===== config.mk =====
export PLATFORM = sky130hd
export DESIGN_NAME = addr_parity_unit
export DESIGN_NICKNAME = d
export VERILOG_FILES = /design/src/rtl/apu_pkg.sv /design/src/rtl/apu_grp_parity.sv /design/src/rtl/apu_window.sv /design/src/rtl/apu_err_reg.sv /design/src/rtl/addr_parity_unit.sv
export SDC_FILE = /design/constraint.sdc
export NUM_CORES = 1
export LEC_CHECK = 0
export ABC_AREA = 1
export BUFFER_PORTS_ARGS = -buffer_cell sky130_fd_sc_hd__buf_4
export CORE_MARGIN = 2
export CORE_UTILIZATION = 47
export CTS_BUF_LIST = sky130_fd_sc_hd__clkbuf_8
export DETAILED_ROUTE_END_ITERATION = 8
export GPL_TIMING_DRIVEN = 0
export PLACE_DENSITY = 0.82
export REMOVE_ABC_BUFFERS = 1
export SYNTH_ARGS = -nofsm -noshare
export SYNTH_HDL_FRONTEND = slang
export SYNTH_SLANG_ARGS = --single-unit

===== constraint.sdc =====
create_clock -name clk_i -period 1 [get_ports clk_i]
set_clock_uncertainty 0.05 [all_clocks]
set_input_delay 0.05 -clock clk_i [delete_from_list [all_inputs] [get_ports clk_i]]
set_output_delay 0.05 -clock clk_i [all_outputs]
set_load 0.1 [all_outputs]

===== src/rtl/apu_pkg.sv =====
package apu_pkg;
  parameter int ADDR_W = 33;  // address bits 35..3
  parameter int REQ_W  = 5;   // request type width
  parameter int HI_W   = 12;  // upper slice, address bits 35..24
  parameter int NPAR   = 2;   // parity lines
  typedef logic [NPAR-1:0] par_t;
endpackage


===== src/rtl/apu_grp_parity.sv =====
// Parity over active-low levels: 1 when the count of low inputs is even.
module apu_grp_parity #(
  parameter int W = 8
) (
  input  logic [W-1:0] grp_n_i,
  output logic         par_n_o
);
  logic [W-1:0] low_flags;
  always_comb begin
    low_flags = ~grp_n_i;
    par_n_o   = ~(^low_flags);
  end
endmodule


===== src/rtl/apu_window.sv =====
// Decides whether the current cycle carries a checkable subphase.
module apu_window (
  input  logic clk_i,
  input  logic rst_n_i,
  input  logic chk_mode_i,
  input  logic strb_n_i,
  input  logic sub2_i,
  output logic chk_vld_o
);
  logic strb_q, strb_d;

  always_comb begin
    strb_d    = ~strb_n_i;
    chk_vld_o = chk_mode_i & ((~strb_n_i & ~sub2_i) | (strb_q & sub2_i));
  end

  always_ff @(posedge clk_i or negedge rst_n_i) begin
    if (!rst_n_i) strb_q <= 1'b0;
    else          strb_q <= strb_d;
  end
endmodule


===== src/rtl/apu_err_reg.sv =====
// Registers the mismatch mask for one cycle.
module apu_err_reg #(
  parameter int NPAR = 2
) (
  input  logic            clk_i,
  input  logic            rst_n_i,
  input  logic            vld_i,
  input  logic [NPAR-1:0] exp_n_i,
  input  logic [NPAR-1:0] rcv_n_i,
  output logic            err_o,
  output logic [NPAR-1:0] mask_o
);
  logic [NPAR-1:0] mask_d;
  logic            err_d;

  always_comb begin
    mask_d = vld_i ? (exp_n_i ^ rcv_n_i) : '0;
    err_d  = |mask_d;
  end

  always_ff @(posedge clk_i or negedge rst_n_i) begin
    if (!rst_n_i) begin
      mask_o <= '0;
      err_o  <= 1'b0;
    end else begin
      mask_o <= mask_d;
      err_o  <= err_d;
    end
  end
endmodule


===== src/rtl/addr_parity_unit.sv =====
module addr_parity_unit #(
  parameter int ADDR_W = apu_pkg::ADDR_W,
  parameter int REQ_W  = apu_pkg::REQ_W,
  parameter int HI_W   = apu_pkg::HI_W
) (
  input  logic              clk_i,
  input  logic              rst_n_i,
  input  logic              chk_mode_i,
  input  logic              strb_n_i,
  input  logic              sub2_i,
  input  logic [ADDR_W-1:0] addr_n_i,
  input  logic [REQ_W-1:0]  rtype_n_i,
  input  logic [1:0]        rcv_par_n_i,
  output logic [1:0]        par_n_o,
  output logic              err_o,
  output logic [1:0]        err_mask_o
);
  localparam int LO_W = ADDR_W - HI_W;
  localparam int LB_W = LO_W + REQ_W;

  logic                hi_par_n, lo_par_n, chk_vld;
  apu_pkg::par_t       exp_par_n;
  logic [LB_W-1:0]     lo_grp_n;

  always_comb lo_grp_n = {rtype_n_i, addr_n_i[LO_W-1:0]};

  apu_grp_parity #(.W(HI_W)) u_hi (.grp_n_i(addr_n_i[ADDR_W-1:LO_W]), .par_n_o(hi_par_n));
  apu_grp_parity #(.W(LB_W)) u_lo (.grp_n_i(lo_grp_n), .par_n_o(lo_par_n));

  // Coverage swap: bit 0 takes the upper slice in subphase 1, bit 1 in subphase 2.
  for (genvar g = 0; g < 2; g++) begin : g_map
    always_comb exp_par_n[g] = ((g == 0) ^ sub2_i) ? hi_par_n : lo_par_n;
  end

  always_comb par_n_o = (!rst_n_i || chk_mode_i) ? 2'b11 : exp_par_n;

  apu_window u_win (
    .clk_i(clk_i), .rst_n_i(rst_n_i), .chk_mode_i(chk_mode_i),
    .strb_n_i(strb_n_i), .sub2_i(sub2_i), .chk_vld_o(chk_vld)
  );

  apu_err_reg #(.NPAR(2)) u_err (
    .clk_i(clk_i), .rst_n_i(rst_n_i), .vld_i(chk_vld),
    .exp_n_i(exp_par_n), .rcv_n_i(rcv_par_n_i),
    .err_o(err_o), .mask_o(err_mask_o)
  );
endmodule


==> results of run 1 <==
[timing repair]
action / CTS
buffers inserted: 5
resized for setup: 22
setup endpoints to repair: 5
hold buffers: 2
hold endpoints to repair: 5
pin swaps: 23
[cells by family after synthesis]
family / Yosys count / share of synthesized area
AOI/OAI and AO/OA: 2 / 0.00992
buffers and inverters: 35 / 0.130
DFF: 4 / 0.0993
xor gates and xnor gates: 11 / 0.110
and+or+nand+nor: 167 / 0.650
[synthesized netlist by cell type]
master,instances,area [um2]
a21oi_1,1,5.00
dfrtp_1,4,100
inv_1,35,131
nand2_1,143,537
nand3_1,21,105
nand4_1,1,6.26
nor2_1,2,7.51
o21ai_0,1,5.00
xnor2_1,6,52.6
xnor2_2,2,32.5
xor2_1,3,26.3
[stage by stage]
step | hold WS (ns) | setup WS, ns | utilization | TNS [ns] | instance area, um2
after CTS | 0.0840 | -0.357 | 0.807 | -1.26 | 1620
after detailed placement | -0.196 | -0.461 | 0.704 | -1.94 | 1410
after global placement | -0.194 | -0.451 | 0.704 | -1.89 | 1410
after floorplan | -0.296 | -0.737 | - | -1.62 | 1010
==> impl_metrics.csv, run 1 <==
group,metric,value,unit
global_route,grt_max_degree,7,
clock_network,htreeDepth,1,
die,die_h,50.3,um
timing,worst_endpoint,"par_n_o[1]",
clock_network,clock_sinks,4,
logic_synthesis,yosysWarnings,0,
clock_network,cts_buffers,3,
timing,worst-ep-kind,"primary output",
die,io_pins,50,
logic_synthesis,synth.avg_cell_area,4.60,um2
die,die_w,50.3,um
logic_synthesis,postSynthCellCount,219,
status,failed_stage,"global routing (5_1_grt)",
place,gp_routability_congestion,0.735,
place,hpwl,1850,um
die,start_util,0.504,
status,first-error,"[ERROR DPL-0038] Utilization greater than 100%, impossible to legalize",
place,io_buffers,49,
logic_synthesis,yosysSeqAreaShare,0.0993,
logic_synthesis,synth-seq-cells,4,
die,rows,16,
clock_network,root_buffer,"clkbuf_8",
place,dp.cells,295,
logic_synthesis,ys_types,11,
clock_network,cts_max_path_buffers,2,
logic_synthesis,syn_area,1010,um2
status,status,"stopped before the end",
==> run 2: changes to the inputs <==
--- a/config.mk
+++ b/config.mk
@@ -7,12 +7,11 @@
 export LEC_CHECK = 0
 export ABC_AREA = 1
 export BUFFER_PORTS_ARGS = -buffer_cell sky130_fd_sc_hd__buf_4
-export CORE_MARGIN = 2
-export CORE_UTILIZATION = 47
-export CTS_BUF_LIST = sky130_fd_sc_hd__clkbuf_8
+export CORE_AREA = 2 2 63 65
 export DETAILED_ROUTE_END_ITERATION = 8
+export DIE_AREA = 0 0 65 67
 export GPL_TIMING_DRIVEN = 0
-export PLACE_DENSITY = 0.82
+export PLACE_DENSITY_LB_ADDON = 0.15
 export REMOVE_ABC_BUFFERS = 1
 export SYNTH_ARGS = -nofsm -noshare
 export SYNTH_HDL_FRONTEND = slang
==> run 2 against run 1 <==
Compared with the run above:
- synthesized cell count is the same
- synthesized area unchanged
- the flow now finishes, with violations (negative setup slack)
==> impl_metrics.csv, run 2 <==
group,metric,value,unit
critical_path,worstSetupPathType,"input pin to output port",
detailed_routing,remaining_drc_errors,0,
timing,setup_violations,5,
logic_synthesis,synth.largest_area_cell,"nand2_1",
critical_path,required,0.90,ns
clock_network,root_buffer,"clkbuf_8",
die,io_pins,50,
global_route,track_usage,0.106,
pwr,internal_power,0.960,mW
timing,finalCritPeriodShare,1.39,
critical_path,startpoint_type,"input pin",
place,io_buffers,49,
pwr,power_frac_clock,0.187,
place,gp_routability_congestion,0.769,
status,violations,"negative setup slack",
cells_and_area,n_fill_cell,361,
logic_synthesis,yosysSeqAreaShare,0.0993,
logic_synthesis,synth_fa_ha_area_frac,0,
timing,max_freq,0.718,GHz
timing,fin_ws,-0.393,ns
logic_synthesis,postSynthCellCount,219,
critical_path,path_cells,"buf_4 -> xnor2_2 -> xnor2_2 -> inv_1 -> nand2_2 -> nand2_1 -> nand2_2 -> nand3_2 -> nand4_1 -> buf_12",
cells_and_area,mostFrequentLayoutCells,"nand2_1, nand2_2, buf_4, inv_2, nand3_2",
logic_synthesis,synth.avg_cell_area,4.60,um2
timing,maxSlewHeadroom,0.814,
critical_path,cp_slowest_stage_delay,0.20,ns
detailed_routing,ant_nets,0,
detailed_routing,avgRoutedWirePerCell,8.46,um
pwr,power_density,912,nW/um2
cells_and_area,top_register,"u_err.mask_o",
clock_network,cts_buffers,3,
die,core-area,3610,um2
critical_path,cp.arrival,1.29,ns
timing,rsz0062_at_grt,"yes",
clock_network,cts_max_path_buffers,2,
clock_network,insertion_delay,0.21,ns
die,die_h,67,um
detailed_routing,viasPerCell,4.37,
pwr,fin_total_pwr,1.77,mW
timing,setup_tns,-1.31,ns
critical_path,crit_path_max_fanout,3,
pwr,seqPwrFrac,0.104,
cells_and_area,antennaDiodeCount,0,
timing,hold_ws,0.0833,ns
die,start_util,0.280,
cells_and_area,drive_above_1_share,0.550,
cells_and_area,regArea,100,um2
logic_synthesis,synth-xor-area-share,0.110,
logic_synthesis,synth-seq-cells,4,
global_route,grt_pass1_wl,3940,um
timing,tightest_slew,0.280,ns
global_route,antenna_found_initial,0,
place,hpwl,2010,um
pwr,p_leak,1.14,nW
detailed_routing,dr.first_iter.drc_count,34,
logic_synthesis,synth_edf_count,0,
logic_synthesis,async_flop_share,1.00,
logic_synthesis,yosys.area_share.simple,0.650,
status,status,"complete, but fails checks",
global_route,grt_max_degree,7,
pwr,peakVddDrop,0.000400,V
global_route,first_global_vias,1186,
die,dieArea,4360,um2
logic_synthesis,synth_ff_type,"dfrtp_1",
timing,hold_viol,0,
detailed_routing,wirelength,2760,um
cells_and_area,nets,325,
logic_synthesis,syn_area,1010,um2
cells_and_area,largest_reg_flops,2,
global_route,gr-total-overflow,0,
place,place_ws,-0.483,ns
logic_synthesis,ys_top_cells_by_area,"nand2_1, inv_1, nand3_1, dfrtp_1, xnor2_1",
flow_run,maxCapViolations,0,
logic_synthesis,ys_types,11,
hold_path,min_path_type,"input pin to register",
detailed_routing,dr.pass1.iters,4,
logic_synthesis,synth_top_family_by_area,"simple AND/OR/NAND/NOR gates",
critical_path,slowest_stage,"xnor2_2",
clock_network,clock_sinks,4,
critical_path,cp-end-kind,"output port",
timing,period_needed,1.39,ns
logic_synthesis,synth_top_area_frac,0.532,
die,die_w,65,um
logic_synthesis,synth_compound_area_frac,0.00993,
logic_synthesis,muxShareOfSynthArea,0,
logic_synthesis,yosysWarnings,0,
clock_network,clk_pin_slew,0.03,ns
detailed_routing,vias,1426,
cells_and_area,area_growth,91.9,%
cells_and_area,multi_input_area,1100,um2
pwr,p_switching,0.806,mW
cells_and_area,largestRegisters,"u_err.mask_o x2, u_err.err_o x1, u_win.strb_q x1",
timing,report.final.slew_viol_count,0,
logic_synthesis,yosysMostFrequentCell,"nand2_1",
cells_and_area,layout_commonest_cell,"nand2_1",
pwr,sw_frac_of_total,0.457,
pwr,pwr-share-comb,0.708,
clock_network,cts_tree,"done",
clock_network,htreeDepth,1,
logic_synthesis,synth_commonest_cells,"nand2_1, inv_1, nand3_1",
die,rows,22,
cells_and_area,fin_util,0.537,
[run 2: cell counts after synthesis]
Identical to the previous run, type by type.
[run 2: kinds of logic after synthesis]
family	after synthesis
AO/OA/AOI/OAI	2
XOR/XNOR	11
buffers and inverters	35
flip-flops	4
AND/OR/NAND/NOR	167
[run 2: critical path, delay by kind of cell]
| kind | cells | cell delay [ns] |
|---|---|---|
| AND/OR/NAND/NOR | 5 | 0.47 |
| buffers and inverters | 3 | 0.41 |
| XOR/XNOR | 2 | 0.35 |
[run 2: power by group through the flow]
stage	clock, mW	sequential [mW]	combinational (mW)
after global routing	0.344	0.186	1.37
after floorplan	0	0.297	0.490
after global placement	0	0.187	0.865
after detailed placement	0	0.186	0.873
after CTS	0.338	0.185	0.951
final	0.331	0.184	1.25
[run 2: worst paths after layout]
path	startpoint	endpoint	slack [ns]	depth (start not counted)
min reg2reg	u_win.strb_q	u_err.mask_o[0]	0.73	4
min in group asynchronous	rst_n_i	u_err.err_o	0.17	2
min	rcv_par_n_i[0]	u_err.mask_o[0]	0.08	4
max reg2reg	u_win.strb_q	u_err.err_o	0.02	4
max	addr_n_i[32]	par_n_o[0]	-0.39	10
max in group asynchronous	rst_n_i	u_win.strb_q	0.57	2
[run 2: routing by layer]
metal / vias up / GRT usage / wire length [um]
li1: 764 / - / -
met1: 629 / 0.117 / 997
met2: 29 / 0.223 / 1620
met3: 4 / 0 / 98
met4: 0 / 0.0239 / 39
met5: - / 0 / 0
[run 2: timing repair]
| item | CTS | global route |
|---|---|---|
| setup endpoints to repair | 5 | 5 |
| buffers inserted | 1 | 4 |
| gates resized for setup | 19 | 103 |
| endpoints found under the hold margin | 5 | 0 |
| cloned | 0 | 0 |
| pin swaps | 17 | 68 |
| hold buffers | 2 | 0 |
[run 2: per-stage QoR]
stage	cell area, um2	cells
detailed placement	1440	316
CTS	1590	322
floorplan	1010	219
global placement	1440	316
global route	1940	326
finish	1940	326
[run 2: area by class of cell]
cell class,count,area share
multi-input cells,180,0.568
inverters,35,0.0679
well taps,48,0.0310
flip-flops and latches,4,0.0517
clock buffers,3,0.0213
repair buffers,56,0.260
Power figures use the tool's default switching activity.
